$ cat src/rtl/btn_deb_pkg.sv
package btn_deb_pkg;

  typedef struct packed {
    logic rise;
    logic fall;
  } lvl_chg_t;

  function automatic int cnt_width(input int n);
    return (n > 1) ? $clog2(n) : 1;
  endfunction

endpackage

$ cat src/rtl/btn_sync.sv
module btn_sync #(
  parameter int STAGES = 2
) (
  input  logic clk_i,
  input  logic rst_ni,
  input  logic d_i,
  output logic q_o
);

  logic [STAGES-1:0] sh_q;

  for (genvar g = 0; g < STAGES; g++) begin : g_stage
    if (g == 0) begin : g_first
      always_ff @(posedge clk_i or negedge rst_ni) begin
        if (!rst_ni) sh_q[g] <= 1'b0;
        else         sh_q[g] <= d_i;
      end
    end else begin : g_next
      always_ff @(posedge clk_i or negedge rst_ni) begin
        if (!rst_ni) sh_q[g] <= 1'b0;
        else         sh_q[g] <= sh_q[g-1];
      end
    end
  end

  assign q_o = sh_q[STAGES-1];

endmodule

$ cat src/rtl/sample_tick_gen.sv
module sample_tick_gen
  import btn_deb_pkg::*;
#(
  parameter int DIV_RATIO = 1_000_000
) (
  input  logic clk_i,
  input  logic rst_ni,
  output logic tick_o
);

  localparam int CNT_W = cnt_width(DIV_RATIO);
  localparam logic [CNT_W-1:0] CNT_MAX = CNT_W'(DIV_RATIO - 1);

  logic [CNT_W-1:0] cnt_q;
  logic             wrap;

  assign wrap = (cnt_q == CNT_MAX);

  always_ff @(posedge clk_i or negedge rst_ni) begin
    if (!rst_ni)   cnt_q <= '0;
    else if (wrap) cnt_q <= '0;
    else           cnt_q <= cnt_q + 1'b1;
  end

  assign tick_o = wrap;

endmodule

$ cat src/rtl/debounce_filter.sv
module debounce_filter
  import btn_deb_pkg::*;
(
  input  logic     clk_i,
  input  logic     rst_ni,
  input  logic     tick_i,
  input  logic     sample_i,
  output logic     level_o,
  output lvl_chg_t chg_o
);

  logic prev_q;
  logic lvl_q;
  logic agree;

  // two consecutive samples agree
  assign agree = (sample_i == prev_q);

  always_ff @(posedge clk_i or negedge rst_ni) begin
    if (!rst_ni) begin
      prev_q <= 1'b0;
      lvl_q  <= 1'b0;
    end else if (tick_i) begin
      prev_q <= sample_i;
      if (agree) lvl_q <= sample_i;
    end
  end

  always_comb begin
    chg_o.rise = tick_i & agree &  sample_i & ~lvl_q;
    chg_o.fall = tick_i & agree & ~sample_i &  lvl_q;
  end

  assign level_o = lvl_q;

endmodule

$ cat src/rtl/edge_pulse_hold.sv
module edge_pulse_hold
  import btn_deb_pkg::*;
(
  input  logic     clk_i,
  input  logic     rst_ni,
  input  logic     tick_i,
  input  lvl_chg_t chg_i,
  output logic     press_o,
  output logic     release_o
);

  logic press_q;
  logic rel_q;

  // set on a sample strobe, held until the next one
  always_ff @(posedge clk_i or negedge rst_ni) begin
    if (!rst_ni) begin
      press_q <= 1'b0;
      rel_q   <= 1'b0;
    end else if (tick_i) begin
      press_q <= chg_i.rise;
      rel_q   <= chg_i.fall;
    end
  end

  assign press_o   = press_q;
  assign release_o = rel_q;

endmodule

$ cat src/rtl/btn_debounce_pulse.sv
module btn_debounce_pulse
  import btn_deb_pkg::*;
#(
  parameter int DIV_RATIO   = 1_000_000,
  parameter int SYNC_STAGES = 2
) (
  input  logic clk_i,
  input  logic rst_ni,
  input  logic btn_i,
  output logic level_o,
  output logic press_o,
  output logic release_o
);

  logic     btn_s;
  logic     smp_tick;
  lvl_chg_t chg;

  btn_sync #(.STAGES(SYNC_STAGES)) u_sync (
    .clk_i  (clk_i),
    .rst_ni (rst_ni),
    .d_i    (btn_i),
    .q_o    (btn_s)
  );

  sample_tick_gen #(.DIV_RATIO(DIV_RATIO)) u_tick (
    .clk_i  (clk_i),
    .rst_ni (rst_ni),
    .tick_o (smp_tick)
  );

  debounce_filter u_filt (
    .clk_i    (clk_i),
    .rst_ni   (rst_ni),
    .tick_i   (smp_tick),
    .sample_i (btn_s),
    .level_o  (level_o),
    .chg_o    (chg)
  );

  edge_pulse_hold u_hold (
    .clk_i     (clk_i),
    .rst_ni    (rst_ni),
    .tick_i    (smp_tick),
    .chg_i     (chg),
    .press_o   (press_o),
    .release_o (release_o)
  );

endmodule

$ cat config.mk
export PLATFORM = sky130hd
export DESIGN_NAME = btn_debounce_pulse
export DESIGN_NICKNAME = d
export VERILOG_FILES = /design/src/rtl/btn_deb_pkg.sv /design/src/rtl/btn_sync.sv /design/src/rtl/sample_tick_gen.sv /design/src/rtl/debounce_filter.sv /design/src/rtl/edge_pulse_hold.sv /design/src/rtl/btn_debounce_pulse.sv
export SDC_FILE = /design/constraint.sdc
export NUM_CORES = 1
export LEC_CHECK = 0
export BUFFER_PORTS_ARGS = -buffer_cell sky130_fd_sc_hd__clkbuf_2
export CAP_MARGIN = 25
export CORE_UTILIZATION = 30
export DETAILED_ROUTE_END_ITERATION = 6
export PLACE_DENSITY = 0.43
export RECOVER_POWER = 50
export REMOVE_ABC_BUFFERS = 1
export SLEW_MARGIN = 40
export SYNTH_ARGS = -nofsm -noshare
export SYNTH_HDL_FRONTEND = slang
export SYNTH_SLANG_ARGS = --single-unit
$ cat constraint.sdc
create_clock -name clk_i -period 2 [get_ports clk_i]
set_input_delay 0.2 -clock clk_i [delete_from_list [all_inputs] [get_ports clk_i]]
set_output_delay 0.2 -clock clk_i [all_outputs]
set_load 0.005 [all_outputs]
-- Word level (Yosys, flattened, before mapping)
Index checks and enable logic that the tools add are counted.
- input bits: 3
- register bits: 26
- word-level logic and storage cells: 19
- output and inout bits: 3
- add/subtract/negate cells: 1
- reduce and logical (&&, ||, !) cells: 1
- mux-type cells: 1
- bitwise logic cells: 7
- equality and inequality tests: 2
- operators with widths (kind ; count):
    20-bit by 1-bit adder with 20-bit output, second input constant ; 1
    20-bit == test, second input constant ; 1
    20-bit 2-to-1 mux ; 1
    1-bit AND ; 5
    1-bit NOT ; 2
    2-bit AND reduction ; 1
    1-bit == test ; 1

-- Longest topological paths before layout
- word-level depth: 4
- gate-level depth with buffers: 5
- mapped depth without buffers: 5

-- Cells and area by module
From an unflattened synthesis, not the netlist that was laid out.
- cells, all modules: 113
- area, all modules: 1268.7 µm²
- by module, submodules not included (module ; cells each ; instances ; sequential area each (µm²) ; area each (µm²)):
    sample_tick_gen ; 97 ; 1 ; 500.5 ; 1046.0
    debounce_filter ; 10 ; 1 ; 50.0 ; 100.1
    edge_pulse_hold ; 4 ; 1 ; 50.0 ; 72.6
    btn_sync ; 2 ; 1 ; 50.0 ; 50.0

-- Worst setup path before layout
Ideal clock, no wire load.
- path kind: reg-to-reg
- from: register u_tick.cnt_q[6]
- to: register u_hold.press_q (netlist: u_hold.press_o)
- slack: 387 ps
- required time: 1875 ps
- arrival time: 1488 ps
- stages on the path, launching flop included: 6
- buffers on the path: 1
- clock period less this slack: 1613 ps
- setup time: 125 ps
- cells stage by stage: dfrtp_1 -> buf_2 -> and4bb_1 -> nand4_1 -> nor2_4 -> mux2_4
- cells in the longest elaborated chain, start to end: 4
- RTL lines (what ; RTL line ; RTL):
    start: declaration ; sample_tick_gen.sv:14 ; logic [CNT_W-1:0] cnt_q;
    start signal: assignment ; sample_tick_gen.sv:22 ; else cnt_q <= cnt_q + 1'b1;
    20-bit == test * ; sample_tick_gen.sv:17 ; assign wrap = (cnt_q == CNT_MAX);
    1-bit AND (3 in a row) ; debounce_filter.sv:30 ; chg_o.rise = tick_i & agree & sample_i & ~lvl_q;
    end signal: assignment ; edge_pulse_hold.sv:21 ; press_q <= chg_i.rise;
    end: declaration ; edge_pulse_hold.sv:12 ; logic press_q;
Mark *: on every way between the ends. The rest lies on a longest branch, timed or not.
A chain may end at the register's enable or synchronous reset.

-- Final worst setup path
- from: register u_tick.cnt_q[8]
- to: register u_tick.cnt_q[1]
- cells in the longest elaborated chain, start to end: 2
- RTL lines (what ; RTL line ; RTL):
    20-bit == test ; sample_tick_gen.sv:17 ;
    20-bit 2-to-1 mux ; sample_tick_gen.sv:21 ; else if (wrap) cnt_q <= '0;
No other way between the ends.

==> results.py <==
metrics = {
    "routing": {
        "drc": 0,
        "routed_wirelength_mm": 2.55,
        "detail_route.first_pass.iterations": 4,
        "via_count": 921,
        "routed_via_density": 5.03,
        "detail_route.wl_per_cell_um": 13.9,
        "drt_iter0_drc": 26,
        "ant_nets": 0,
    },
    "logic_synthesis": {
        "post_synth_instance_area_um2": 1320,
        "synth-seq-area-share": 0.491,
        "synth_warnings": 0,
        "synthDominantCellAreaShare": 0.491,
        "netlist.top_cell.by_area": "dfrtp_1",
        "post_synth.cell_area_avg_um2": 10.9,
        "post_synth_inst_count": 121,
        "synth.top_cells.by_area": "dfrtp_1, nor2_1, xnor2_1",
        "yosysUniqueCellTypes": 34,
        "synth-seq-cells": 26,
    },
    "finish": {
        "num-fill-cells": 416,
        "final_common_cell": "dfrtp_1",
        "layout_common_cells": "dfrtp_1, nor2_1, nand3_1",
        "finalNetCount": 138,
        "drive_above_1_share": 0.165,
        "layout-area-overhead-vs-synth_pct": 15.1,
        "stdcell_count": 183,
        "antenna_cells_inserted": 0,
        "layout.core_utilization": 0.370,
    },
    "timing": {
        "slew_violations": 0,
        "final_period_demand_of_the_worst_path_ns": 1.82,
        "tightest_slew_ns": 1.38,
        "slew-limit-headroom": 0.0770,
        "setup_viol": 0,
        "number_of_endpoints_with_negative_hold_slack_in_the_final_report": 0,
        "achievable-frequency_mhz": 548,
        "timing.setup.tns_ns": 0,
        "setup_repair_after_global_routing_missed_its_margin": "false",
        "clock_tree_skew_after_final_layout_ns": 0.00795,
        "final.period_utilization": 0.912,
    },
    "floorplan": {
        "placeableCoreArea_um2": 4120,
        "floorplan.die.height_um": 68.4,
        "initial_utilization": 0.322,
        "design.die.area_um2": 4680,
        "rows": 23,
        "chipWidth_um": 68.4,
        "design.portCount": 6,
    },
    "place": {
        "input_output_buffers": 5,
        "detailedPlacementHpwl_mm": 1.88,
        "globalplace.congestion": 0.887,
        "number_of_cells_in_the_design_after_placement": 176,
    },
    "clocking": {
        "post_cts_resize_count": 0,
        "clk-insertion-delay-late_ns": 0.27,
        "clock_sink_count": 26,
        "clk_pin_slew_ns": 0.10,
        "numCtsBuffers": 3,
        "clockBufferDepth": 2,
        "tritoncts": "yes",
        "cts-htree-levels": 1,
        "clockRootBuffer": "clkbuf_8",
    },
    "pwr": {
        "power_per_cell_area_nw_per_um2": 642,
        "leakage_nw": 0.701,
        "total_power_mw": 0.979,
        "power.ir.vdd_worst_uv": 275,
    },
    "critical_path": {
        "worstSetupStartpointType": "flip-flop",
        "max_stage_delay_ns": 0.48,
        "register_to_register_path_setup_slack_ns": 0.18,
        "reg2reg_from": "u_tick.cnt_q[8]",
        "critPathCaptureType": "flip-flop",
        "cpMaxStageDelayCell": "dfrtp_1",
        "reg2reg_to": "u_tick.cnt_q[1]",
        "timing_worst_setup_path_type": "reg2reg",
        "worstPathRequired_ns": 2.16,
        "worstPathArrival_ns": 1.99,
        "cp_cell_sequence": "nor4_1, nand4_1, nor2_4, buf_12, and2b_1",
        "r2r_cells": 5,
        "cp_max_fo": 6,
    },
    "min_path": {
        "min-delay-path-class": "in2reg",
        "hold_path.startpoint": "btn_i",
        "hold_ep": "u_sync.sh_q[0]",
        "timing.hold.worst_path_depth": 1,
    },
    "flow_run": {
        "drv.max_cap_violation_count": 0,
    },
    "global_route": {
        "initial_antenna_violation_count": 0,
        "largest_net_degree_at_the_start_of_global_routing": 27,
        "grt_first_pass_wirelength_mm": 4.49,
        "first_global_vias": 957,
        "grt-ovfl-total": 0,
        "grt_util_all_layers": 0.136,
    },
    "run_status": {
        "run_status": "complete, no violations",
    },
}
[worst max-delay path, delay by kind of cell (launching register included)]
| kind | cells | cell delay [ns] |
|---|---|---|
| simple gates | 4 | 1.09 |
| buf+inv | 1 | 0.14 |
| flops | 1 | 0.48 |
[sequential cells by signal, summed over array words and instances (netlist names)]
| name | flops |
|---|---|
| u_filt.level_o | 1 |
| u_filt.prev_q | 1 |
| u_hold.press_o | 1 |
| u_hold.release_o | 1 |
| u_sync.q_o | 1 |
| u_sync.sh_q | 1 |
| u_tick.cnt_q | 20 |
[power by group]
| group | internal, mW | switching (mW) |
|---|---|---|
| logic | 0.00249 | 0.0104 |
| clock network | 0.268 | 0.169 |
| registers | 0.527 | 0.00142 |
| total | 0.798 | 0.181 |
[metrics by stage]
step	instance area (um^2)	hold slack, ns	setup WS (ns)
floorplan	1300	-0.0956	0.401
global placement	1420	0.265	0.238
finish	1520	0.0269	0.175
CTS	1500	0.0197	0.143
global route	1520	0.0153	0.0111
detailed placement	1420	0.267	0.154
[Yosys cell counts, drive strengths merged]
| master | count |
|---|---|
| nand3 | 10 |
| mux2i | 3 |
| o22a | 1 |
| and3 | 3 |
| a21o | 3 |
| dfrtp | 26 |
| nand2b | 1 |
| nor3b | 3 |
| inv | 1 |
| nor2 | 15 |
| and4bb | 1 |
| clkbuf | 1 |
| nand2 | 8 |
| and2b | 1 |
| xnor2 | 6 |
| nor3 | 3 |
| and2 | 1 |
| o41ai | 1 |
| nor4b | 1 |
| xor2 | 6 |
| ha | 1 |
| nand4 | 7 |
| o41a | 2 |
| and4 | 1 |
| nor4 | 4 |
| o21ai | 6 |
| mux2 | 2 |
| buf | 3 |
[layout make-up]
class	count	area, um^2	share of cell area
Inverter	1	3.75	0.00246
Sequential cell	26	651	0.427
Multi-Input combinational cell	90	644	0.423
Clock buffer	3	41.3	0.0271
Tap cell	50	62.6	0.0411
Timing Repair Buffer	12	91.3	0.0599
Clock inverter	1	30.0	0.0197
[cell families after synthesis]
| kind of cell | Yosys count | synth area share |
|---|---|---|
| simple gates | 59 | 0.283 |
| flops | 26 | 0.491 |
| compound gates | 13 | 0.0699 |
| xor+xnor | 12 | 0.0794 |
| buf+inv | 5 | 0.0217 |
| mux | 5 | 0.0454 |
| fa+ha+maj | 1 | 0.00945 |
[worst max-delay path by stage]
stage | cells after the start | to | start
final | 5 | u_tick.cnt_q[1] | u_tick.cnt_q[8]
after global routing | 5 | u_tick.cnt_q[1] | u_tick.cnt_q[8]
after CTS | 4 | u_hold.press_o | u_tick.cnt_q[8]
after detailed placement | 4 | u_hold.press_o | u_tick.cnt_q[8]
after global placement | 4 | u_hold.press_o | u_tick.cnt_q[8]
after floorplan | 4 | u_hold.press_o | u_tick.cnt_q[8]
[metal layers]
| layer | track usage | vias to the layer above | share of wire |
|---|---|---|---|
| li1 | - | 459 | - |
| met4 | 0.0625 | 0 | 0.017 |
| met3 | 0.0200 | 4 | 0.027 |
| met5 | 0 | - | 0 |
| met2 | 0.219 | 15 | 0.49 |
| met1 | 0.178 | 443 | 0.47 |
[timing repair]
| item | 4_1_cts | 5_1_grt |
|---|---|---|
| buffers inserted | 0 | 2 |
| setup endpoints to repair | 0 | 2 |
| hold buffers | 1 | 0 |
| hold endpoints to repair | 26 | 0 |
(Power assumes the default switching activity.)
